$ cat src/rtl/rx_ring_pkg.sv
package rx_ring_pkg;
  localparam int REG_W       = 16;
  localparam int ENTRY_WORDS = 4;
  localparam int HA_W        = 4;
  localparam int EXH_BIT     = 5;
  localparam int FETCH_BIT   = 8;

  localparam logic [HA_W-1:0] RA_CMD   = 4'd0;
  localparam logic [HA_W-1:0] RA_MODE  = 4'd1;
  localparam logic [HA_W-1:0] RA_STAT  = 4'd2;
  localparam logic [HA_W-1:0] RA_MASK  = 4'd3;
  localparam logic [HA_W-1:0] RA_UPPER = 4'd4;
  localparam logic [HA_W-1:0] RA_START = 4'd5;
  localparam logic [HA_W-1:0] RA_END   = 4'd6;
  localparam logic [HA_W-1:0] RA_RDP   = 4'd7;
  localparam logic [HA_W-1:0] RA_WRP   = 4'd8;
  localparam logic [HA_W-1:0] RA_BUF0  = 4'd9;
  localparam logic [HA_W-1:0] RA_BUF1  = 4'd10;
  localparam logic [HA_W-1:0] RA_CNT0  = 4'd11;
  localparam logic [HA_W-1:0] RA_CNT1  = 4'd12;
  localparam logic [HA_W-1:0] RA_FLAGS = 4'd13;

  typedef enum logic [1:0] {
    FS_IDLE   = 2'd0,
    FS_ISSUE  = 2'd1,
    FS_WAIT   = 2'd2,
    FS_COMMIT = 2'd3
  } fetch_state_e;
endpackage

$ cat src/rtl/rx_ring_step.sv
module rx_ring_step
  import rx_ring_pkg::*;
#(
  parameter int PW    = REG_W,
  parameter int WORDS = ENTRY_WORDS
) (
  input  logic [PW-1:0] rd_i,
  input  logic [PW-1:0] start_i,
  input  logic [PW-1:0] end_i,
  input  logic [PW-1:0] wr_i,
  input  logic          wide_i,
  output logic [PW-1:0] next_o,
  output logic          meets_wr_o
);
  localparam logic [PW-1:0] STRIDE_N = PW'(WORDS * 2);
  localparam logic [PW-1:0] STRIDE_W = PW'(WORDS * 4);

  logic [PW-1:0] raw;

  always_comb begin
    raw        = rd_i + (wide_i ? STRIDE_W : STRIDE_N);
    next_o     = (raw == end_i) ? start_i : raw;
    meets_wr_o = (next_o == wr_i);
  end
endmodule

$ cat src/rtl/rx_ring_fetch.sv
module rx_ring_fetch
  import rx_ring_pkg::*;
#(
  parameter  int PW    = REG_W,
  parameter  int WORDS = ENTRY_WORDS,
  localparam int IW    = (WORDS > 1) ? $clog2(WORDS) : 1,
  localparam int AW    = 2 * PW
) (
  input  logic                      clk,
  input  logic                      rst_n,
  input  logic                      launch_i,
  input  logic                      wide_i,
  input  logic [PW-1:0]             base_i,
  input  logic [PW-1:0]             upper_i,
  output logic                      mem_req_valid,
  input  logic                      mem_req_ready,
  output logic [AW-1:0]             mem_req_addr,
  input  logic                      mem_rsp_valid,
  output logic                      mem_rsp_ready,
  input  logic [PW-1:0]             mem_rsp_data,
  output logic                      busy_o,
  output logic                      done_o,
  output logic [WORDS-1:0][PW-1:0]  words_o
);
  fetch_state_e  state_q;
  logic [IW-1:0] idx_q;
  logic [PW-1:0] base_q;
  logic [PW-1:0] upper_q;
  logic          wide_q;
  logic [PW-1:0] offset;
  logic          last_word;
  logic          rsp_take;
  logic [PW-1:0] words_q [WORDS];

  always_comb begin
    offset        = PW'(idx_q) << (wide_q ? 2 : 1);
    last_word     = (idx_q == IW'(WORDS - 1));
    mem_req_valid = (state_q == FS_ISSUE);
    mem_rsp_ready = (state_q == FS_WAIT);
    mem_req_addr  = {upper_q, base_q + offset};
    rsp_take      = mem_rsp_ready && mem_rsp_valid;
    busy_o        = (state_q != FS_IDLE);
    done_o        = (state_q == FS_COMMIT);
  end

  always_ff @(posedge clk or negedge rst_n) begin
    if (!rst_n) begin
      state_q <= FS_IDLE;
      idx_q   <= '0;
      base_q  <= '0;
      upper_q <= '0;
      wide_q  <= 1'b0;
    end else begin
      unique case (state_q)
        FS_IDLE: if (launch_i) begin
          state_q <= FS_ISSUE;
          idx_q   <= '0;
          base_q  <= base_i;
          upper_q <= upper_i;
          wide_q  <= wide_i;
        end
        FS_ISSUE: if (mem_req_ready) state_q <= FS_WAIT;
        FS_WAIT: if (mem_rsp_valid) begin
          if (last_word) begin
            state_q <= FS_COMMIT;
          end else begin
            state_q <= FS_ISSUE;
            idx_q   <= idx_q + 1'b1;
          end
        end
        FS_COMMIT: state_q <= FS_IDLE;
        default:   state_q <= FS_IDLE;
      endcase
    end
  end

  for (genvar g = 0; g < WORDS; g++) begin : g_word
    always_ff @(posedge clk or negedge rst_n) begin
      if (!rst_n)                               words_q[g] <= '0;
      else if (rsp_take && idx_q == IW'(g))     words_q[g] <= mem_rsp_data;
    end
    assign words_o[g] = words_q[g];
  end
endmodule

$ cat src/rtl/rx_ring_regs.sv
module rx_ring_regs
  import rx_ring_pkg::*;
#(
  parameter int PW    = REG_W,
  parameter int WORDS = ENTRY_WORDS
) (
  input  logic                     clk,
  input  logic                     rst_n,
  input  logic                     host_wr_en,
  input  logic [HA_W-1:0]          host_addr,
  input  logic [PW-1:0]            host_wdata,
  output logic [PW-1:0]            host_rdata,
  input  logic                     low_space_i,
  input  logic                     busy_i,
  input  logic                     done_i,
  input  logic [PW-1:0]            next_rd_i,
  input  logic                     meets_wr_i,
  input  logic [WORDS-1:0][PW-1:0] words_i,
  output logic                     launch_o,
  output logic                     wide_o,
  output logic [PW-1:0]            upper_o,
  output logic [PW-1:0]            start_o,
  output logic [PW-1:0]            end_o,
  output logic [PW-1:0]            rd_o,
  output logic [PW-1:0]            wr_o,
  output logic [PW-1:0]            stat_o,
  output logic [PW-1:0]            mask_o,
  output logic                     stall_o
);
  logic          wide_q;
  logic          exh_q;
  logic          stall_q;
  logic          pend_q;
  logic [PW-1:0] mask_q, upper_q, start_q, end_q, rd_q, wr_q;
  logic [PW-1:0] aligned;
  logic          wr_cmd, wr_stat, cmd_kick, ack_kick, low_kick, low_block;
  logic          trigger;

  always_comb begin
    aligned   = wide_q ? {host_wdata[PW-1:2], 2'b00} : {host_wdata[PW-1:1], 1'b0};
    wr_cmd    = host_wr_en && host_addr == RA_CMD;
    wr_stat   = host_wr_en && host_addr == RA_STAT;
    cmd_kick  = wr_cmd && host_wdata[FETCH_BIT];
    ack_kick  = wr_stat && host_wdata[EXH_BIT] && exh_q;
    low_kick  = low_space_i && (rd_q != wr_q);
    low_block = low_space_i && (rd_q == wr_q);
    trigger   = cmd_kick || ack_kick || low_kick;
    launch_o  = !busy_i && (pend_q || trigger);
  end

  always_ff @(posedge clk or negedge rst_n) begin
    if (!rst_n) begin
      wide_q  <= 1'b0;
      mask_q  <= '0;
      upper_q <= '0;
      start_q <= '0;
      end_q   <= '0;
      wr_q    <= '0;
    end else if (host_wr_en) begin
      unique case (host_addr)
        RA_MODE:  wide_q  <= host_wdata[0];
        RA_MASK:  mask_q  <= host_wdata;
        RA_UPPER: upper_q <= host_wdata;
        RA_START: start_q <= aligned;
        RA_END:   end_q   <= aligned;
        RA_WRP:   wr_q    <= aligned;
        default: ;
      endcase
    end
  end

  always_ff @(posedge clk or negedge rst_n) begin
    if (!rst_n) begin
      rd_q    <= '0;
      exh_q   <= 1'b0;
      stall_q <= 1'b0;
      pend_q  <= 1'b0;
    end else begin
      if (host_wr_en && host_addr == RA_RDP) rd_q <= aligned;
      if (wr_stat && host_wdata[EXH_BIT])    exh_q <= 1'b0;
      if (done_i) begin
        rd_q    <= next_rd_i;
        stall_q <= 1'b0;
        if (meets_wr_i) exh_q <= 1'b1;
      end
      if (low_block) stall_q <= 1'b1;
      pend_q <= launch_o ? 1'b0 : (pend_q || trigger);
    end
  end

  always_comb begin
    host_rdata = '0;
    unique case (host_addr)
      RA_CMD:   host_rdata[FETCH_BIT] = busy_i || pend_q;
      RA_MODE:  host_rdata[0]         = wide_q;
      RA_STAT:  host_rdata[EXH_BIT]   = exh_q;
      RA_MASK:  host_rdata = mask_q;
      RA_UPPER: host_rdata = upper_q;
      RA_START: host_rdata = start_q;
      RA_END:   host_rdata = end_q;
      RA_RDP:   host_rdata = rd_q;
      RA_WRP:   host_rdata = wr_q;
      RA_BUF0:  host_rdata = words_i[0];
      RA_BUF1:  host_rdata = words_i[1];
      RA_CNT0:  host_rdata = words_i[2];
      RA_CNT1:  host_rdata = words_i[3];
      RA_FLAGS: host_rdata[0] = stall_q;
      default:  host_rdata = '0;
    endcase
  end

  always_comb begin
    stat_o          = '0;
    stat_o[EXH_BIT] = exh_q;
  end

  assign wide_o  = wide_q;
  assign upper_o = upper_q;
  assign start_o = start_q;
  assign end_o   = end_q;
  assign rd_o    = rd_q;
  assign wr_o    = wr_q;
  assign mask_o  = mask_q;
  assign stall_o = stall_q;
endmodule

$ cat src/rtl/rx_ring_reader.sv
module rx_ring_reader
  import rx_ring_pkg::*;
(
  input  logic             clk,
  input  logic             rst_n,
  input  logic             host_wr_en,
  input  logic [HA_W-1:0]  host_addr,
  input  logic [REG_W-1:0] host_wdata,
  output logic [REG_W-1:0] host_rdata,
  input  logic             low_space_i,
  output logic             stall_o,
  output logic             irq_o,
  output logic             mem_req_valid,
  input  logic             mem_req_ready,
  output logic [2*REG_W-1:0] mem_req_addr,
  input  logic             mem_rsp_valid,
  output logic             mem_rsp_ready,
  input  logic [REG_W-1:0] mem_rsp_data
);
  localparam int PW = REG_W;

  logic                           launch, wide, busy, fetch_done, meets_wr;
  logic [PW-1:0]                  upper, ring_start, ring_end, rd_ptr, wr_ptr, next_rd;
  logic [PW-1:0]                  stat_q, mask_q;
  logic [ENTRY_WORDS-1:0][PW-1:0] words;
  logic                           irq_q;

  rx_ring_regs #(.PW(PW), .WORDS(ENTRY_WORDS)) u_regs (
    .clk, .rst_n, .host_wr_en, .host_addr, .host_wdata, .host_rdata,
    .low_space_i,
    .busy_i(busy), .done_i(fetch_done), .next_rd_i(next_rd), .meets_wr_i(meets_wr),
    .words_i(words), .launch_o(launch), .wide_o(wide), .upper_o(upper),
    .start_o(ring_start), .end_o(ring_end), .rd_o(rd_ptr), .wr_o(wr_ptr),
    .stat_o(stat_q), .mask_o(mask_q), .stall_o(stall_o)
  );

  rx_ring_step #(.PW(PW), .WORDS(ENTRY_WORDS)) u_step (
    .rd_i(rd_ptr), .start_i(ring_start), .end_i(ring_end), .wr_i(wr_ptr),
    .wide_i(wide), .next_o(next_rd), .meets_wr_o(meets_wr)
  );

  rx_ring_fetch #(.PW(PW), .WORDS(ENTRY_WORDS)) u_fetch (
    .clk, .rst_n, .launch_i(launch), .wide_i(wide), .base_i(rd_ptr), .upper_i(upper),
    .mem_req_valid, .mem_req_ready, .mem_req_addr,
    .mem_rsp_valid, .mem_rsp_ready, .mem_rsp_data,
    .busy_o(busy), .done_o(fetch_done), .words_o(words)
  );

  always_ff @(posedge clk or negedge rst_n) begin
    if (!rst_n) irq_q <= 1'b0;
    else        irq_q <= |(stat_q & mask_q);
  end
  assign irq_o = irq_q;
endmodule

$ cat config.mk
export PLATFORM = sky130hd
export DESIGN_NAME = rx_ring_reader
export DESIGN_NICKNAME = d
export VERILOG_FILES = /design/src/rtl/rx_ring_pkg.sv /design/src/rtl/rx_ring_step.sv /design/src/rtl/rx_ring_fetch.sv /design/src/rtl/rx_ring_regs.sv /design/src/rtl/rx_ring_reader.sv
export SDC_FILE = /design/constraint.sdc
export NUM_CORES = 1
export LEC_CHECK = 0
export ABC_AREA = 1
export ABC_CLOCK_PERIOD_IN_PS = 7950
export BUFFER_PORTS_ARGS = -buffer_cell sky130_fd_sc_hd__buf_2
export CORE_MARGIN = 5
export CORE_UTILIZATION = 51
export DETAILED_ROUTE_END_ITERATION = 10
export GPL_TIMING_DRIVEN = 0
export HOLD_SLACK_MARGIN = 0.08
export PLACE_DENSITY = 0.7
export REMOVE_ABC_BUFFERS = 1
export SLEW_MARGIN = 20
export SYNTH_ARGS = -nofsm -noshare
export SYNTH_HDL_FRONTEND = slang
export SYNTH_HIERARCHICAL = 1
export SYNTH_SLANG_ARGS = --single-unit
$ cat constraint.sdc
create_clock -name clk -period 7.95 [get_ports clk]
set_input_delay 1.59 -clock clk [delete_from_list [all_inputs] [get_ports clk]]
set_output_delay 1.59 -clock clk [all_outputs]
set_load 0.03 [all_outputs]
# ---- Yosys cells after proc, flatten, opt, wreduce, memory -nomap -nowiden
# Cells that the tools add are included.
dict set report op_classes {
  n_addsub 3
  n_mul 0
  n_div 0
  n_lt_le_gt_ge 0
  eq_ne 27
  shifts 1
  mux 27
  n_bitwise 1
  n_reduce_logical 36
}
# op count
set op_table {}
lappend op_table {{$pmux W7 S10} 1}
lappend op_table {{$eq A16 B16 Y1} 3}
lappend op_table {{$mux W16} 3}
lappend op_table {{$pmux W4 S10} 1}
lappend op_table {{$add A16 B16 Y16} 2}
lappend op_table {{$shl A2 B32 Y16} 1}
lappend op_table {{$eq A4 B4 Y1 const B} 6}
lappend op_table {{$pmux W1 S11} 2}
lappend op_table {{$pmux W2 S10} 1}
lappend op_table {{$mux W2} 9}
lappend op_table {{$and A6 B16 Y16} 1}
lappend op_table {{$eq A4 B3 Y1 const B} 4}
lappend op_table {{$ne A16 B16 Y1} 1}
lappend op_table {{$reduce_or A16 Y1} 1}
lappend op_table {{$logic_and A1 B1 Y1} 14}
lappend op_table {{$reduce_and A2 Y1} 7}
lappend op_table {{$pmux W1 S12} 1}
lappend op_table {{$eq A2 B2 Y1 const B} 4}
lappend op_table {{$eq A4 B2 Y1 const B} 2}
lappend op_table {{$pmux W2 S4} 1}
lappend op_table {{$reduce_bool A2 Y1} 4}
lappend op_table {{$mux W1} 6}
lappend op_table {{$ne A2 B2 Y1 const B} 3}
lappend op_table {{$mux W5} 1}
lappend op_table {{other kinds (11)} 16}
dict set report totals {
  reg_bits 202
  latch_bits 0
  ram_bits 0
  romBits 0
  output_inout_bits 52
  mem_count 0
}

# ---- Depth between registers and ports, before layout
dict set report logic_depth {
  word_depth 10
  mapped_depth 25
  ltp_nobuf 25
}

# ---- Modules after synthesis
# The synthesis kept the hierarchy.
# mod instances cells_each area_per_inst_um2
set modules_own_cells {}
lappend modules_own_cells {rx_ring_regs 1 713 5353.9}
lappend modules_own_cells {rx_ring_fetch 1 459 4386.7}
lappend modules_own_cells {rx_ring_step 1 320 1555.2}
lappend modules_own_cells {rx_ring_reader 1 36 158.9}

# ---- Worst setup path before layout
# Ideal clock, no wire load.
dict set report synth_timing {
  path_type {input port to output port}
  from {input host_addr[1]}
  to {output host_rdata[9]}
  arrival_time_ps 2591
  required_time_ps 6360
  slack_ps 3769
  path_stages 6
  path_cell_list {nor2_2 -> nand3_1 -> clkbuf_1 -> o21ai_0 -> a21oi_1 -> nand4_1}
}
dict set report synth_between {
  elab_chain_cells 2
}
# element line_no
set synth_rtl {}
lappend synth_rtl {{start, declared} rx_ring_reader.sv:7} ;# input logic [HA_W-1:0] host_addr,
lappend synth_rtl {{$eq A4 B4 Y1 (tied with other cells)} rx_ring_regs.sv:93} ;# unique case (host_addr)
lappend synth_rtl {{$pmux W7 S10 *} rx_ring_regs.sv:93}
lappend synth_rtl {{end, declared} rx_ring_reader.sv:9} ;# output logic [REG_W-1:0] host_rdata,
# Every way passes the cells marked *; elsewhere a longest branch is shown, timed or not.

# ---- Worst setup path after layout
dict set report layout_timing {
  from {input host_addr[3]}
  to {output host_rdata[9]}
}
# The elaborated chain is that of the path after synthesis.

==> impl_metrics.ini <==
[routing]
routed-via-count = 10196
dr.first_iter.drc_count = 1002
viasPerCell = 5.41
first_pass_iters = 6
drt.antenna.violating_nets = 0
drc_errors = 0
wl_um = 30800
wl_per_cell_um = 16.3

[worst_hold_path]
whs_path_depth = 2
min_to = u_fetch/words_o[26]$_DFFE_PN0P_
hold_class = flop to flop
min_from = u_fetch/words_o[26]$_DFFE_PN0P_

[timing]
slew_headroom = 0.294
finalMaxSlewViolations = 0
finalSetupViolCount = 0
fin_crit_ps = 5340
clock_skew_ps = 13.3
worstMarginPinSlew_ps = 1060
hold_violations = 0
min_period_over_period = 0.672
rsz0062_at_grt = false
setup_tns_ps = 0
clock.fmax_mhz = 187

[final_layout]
area_growth_pct = 9.93
finalNonFillerCells = 1884
final_cell_mix = nand2_1 (488), dfrtp_1 (199), inv_1 (189), nand3_1 (111), o21ai_0 (103)
fin_util = 0.573
stdcell_area_um2 = 12600
drive_gt1_frac = 0.128
diodes = 0
final_common_cell = nand2_1
fin_nets = 1646

[critical_path]
start_kind = primary input
r2r-end = u_regs/exh_q$_DFF_PN0_
reg2reg_from = u_regs/wide_o$_DFFE_PN0P_
arrival_ps = 3750
worst-r2r-cell-count = 22
path_class = primary input to output pin
required_ps = 6360
regToRegSetupSlack_ps = 4080
cp_max_fo = 34
endpoint_kind = output pin

[floorplan]
row_count = 54
die_w_um = 160
dieArea_um2 = 25600
start_util = 0.522
core_um2 = 22000
die_h_um = 160
num_io_pins = 94

[global_routing]
grt_pass1_vias = 9464
grt_util_all_layers = 0.242
grt_pass1_wl_um = 50000
grt_overflow_total = 0
grt_max_degree = 81
grt_antenna_before_repair = 0

[cts]
tritoncts = yes
cts.sinks = 199
clk_pin_slew_ps = 70
cts_root_buffer = clkbuf_16
htreeDepth = 4
ctsHoldBuffers = 0
cts_max_path_buffers = 2
cts_setup_buffers = 0
clk_latency_ps = 440
cts_resized = 0
numCtsBuffers = 17

[place]
portBuffers = 93
hpwl_um = 22400
dp.cells = 1852
placed_cell_area_um2 = 12000
gp_congestion = 0.914

[logic_synthesis]
synthArstFlopShare = 1.00
syn_area_um2 = 11500
netlist_instances = 1528
synth-seq-cells = 199
yosysSeqAreaShare = 0.435
synth_edf_count = 0
avgSynthCellArea_um2 = 7.50
ys_warn_count = 6
yosys_most_used_dff = dfrtp_1
synthDistinctLibCells = 47

[power]
internal_power_mw = 2.40
leakage_nw = 6.59
power_frac_comb = 0.391
p_switching_mw = 1.79
clock_power_share = 0.215
power.density_nw_per_um2 = 333
ir_drop_v = 0.000166
seqPwrFrac = 0.394
finalPower_mw = 4.19
swShare = 0.426

[job]
drv_cap = 0

[outcome]
outcome = finished, final reports clean
==> metrics by stage <==
step           hold WS (ps)  setup slack, ps
3_5_place_dp            473             2590
6_report                490             2610
4_1_cts                 491             2600
2_1_floorplan           453             3220
5_1_grt                 507             2390
3_3_place_gp            465             1940
==> sequential cells by signal (all words and copies together), names as in the netlist, 15 cells and up <==
name,cells
u_regs/mask_o,16
u_regs/wr_o,15
u_regs/upper_o,16
u_fetch/base_q,16
u_regs/rd_o,16
u_regs/start_o,15
u_fetch/upper_q,16
u_regs/end_o,15
u_fetch/words_o,64
==> area by class of cell <==
cell class	count	area, um^2
fillers	2066	9370
multi-input cells	1074	5340
flip-flops and latches	199	4980
inverters	202	758
repair buffers	97	553
clock buffers	19	453
well taps	280	350
clock inverters	13	155
==> cell families after synthesis <==
family                     Yosys count  share of synthesized area
xor gates and xnor gates            12                     0.0117
and+or+nand+nor                    747                      0.287
other                                2                   0.000656
DFF                                199                      0.435
AOI/OAI and AO/OA                  258                      0.122
adders and majority gates           13                     0.0155
muxes                               24                     0.0236
buffers and inverters              273                      0.105
==> worst max-delay path by stage <==
stage	start	slack, ps	end	cells past startpoint
floorplan	host_addr[0]	3220	host_rdata[14]	7
global placement	rst_n	1940	u_regs/rd_o[15]$_DFFE_PN0P_	1
detailed placement	host_addr[3]	2590	host_rdata[4]	8
CTS	host_addr[3]	2600	host_rdata[4]	8
global route	host_addr[3]	2390	host_rdata[9]	8
finish	host_addr[3]	2610	host_rdata[9]	8
==> synth_stat cells, types with 2 or more instances <==
| master | instances | area [um^2] |
|---|---|---|
| a31oi_1 | 2 | 12.5 |
| nand4_1 | 20 | 125 |
| nor2_1 | 66 | 248 |
| nand2_1 | 488 | 1830 |
| nor2_2 | 6 | 37.5 |
| fa_1 | 2 | 40.0 |
| nand3_1 | 111 | 556 |
| nand3b_1 | 19 | 143 |
| mux2_2 | 23 | 259 |
| a21oi_1 | 54 | 270 |
| dfrtp_1 | 199 | 4980 |
| xor2_1 | 7 | 61.3 |
| o211ai_1 | 13 | 97.6 |
| a211oi_2 | 4 | 50.1 |
| nor2_8 | 2 | 40.0 |
| o21ai_1 | 62 | 310 |
| xnor2_1 | 3 | 26.3 |
| buf_2 | 31 | 155 |
| ha_1 | 11 | 138 |
| o21ai_0 | 103 | 515 |
| inv_1 | 189 | 709 |
| o22ai_1 | 15 | 93.8 |
| inv_2 | 13 | 48.8 |
| nor2_4 | 8 | 90.1 |
| nand2_4 | 4 | 45.0 |
| clkbuf_2 | 2 | 10.0 |
| nor3_1 | 5 | 25.0 |
| buf_6 | 6 | 67.6 |
| clkbuf_1 | 6 | 22.5 |
| nand2_2 | 8 | 50.1 |
| conb_1 | 2 | 7.51 |
| nand3_2 | 5 | 50.1 |
| buf_4 | 25 | 188 |
==> layer usage <==
metal	up-vias	track usage	part of all wire
met3	52	0.0369	0.073
met2	381	0.387	0.46
met1	4752	0.341	0.44
met4	0	0.0802	0.026
li1	5011	-	-
met5	-	0	0
==> power by group through the flow <==
stage                     Combinational, mW  Clock (mW)  Sequential (mW)
final                                  1.64       0.900             1.65
after global routing                   1.84       0.960             1.70
after CTS                              1.64       0.915             1.64
after detailed placement               1.62           0             1.66
after global placement                 1.58           0             1.65
after floorplan                        1.17           0             1.64
==> critical path, cell delays in order <==
cell and delay (ps):
buf_2 150, inv_1 80, nor2_4 630, nand2_2 490, o22ai_1 370, a21oi_1 90
nand4_1 110, buf_2 210
Note: power is estimated with default switching activity, not from simulation.
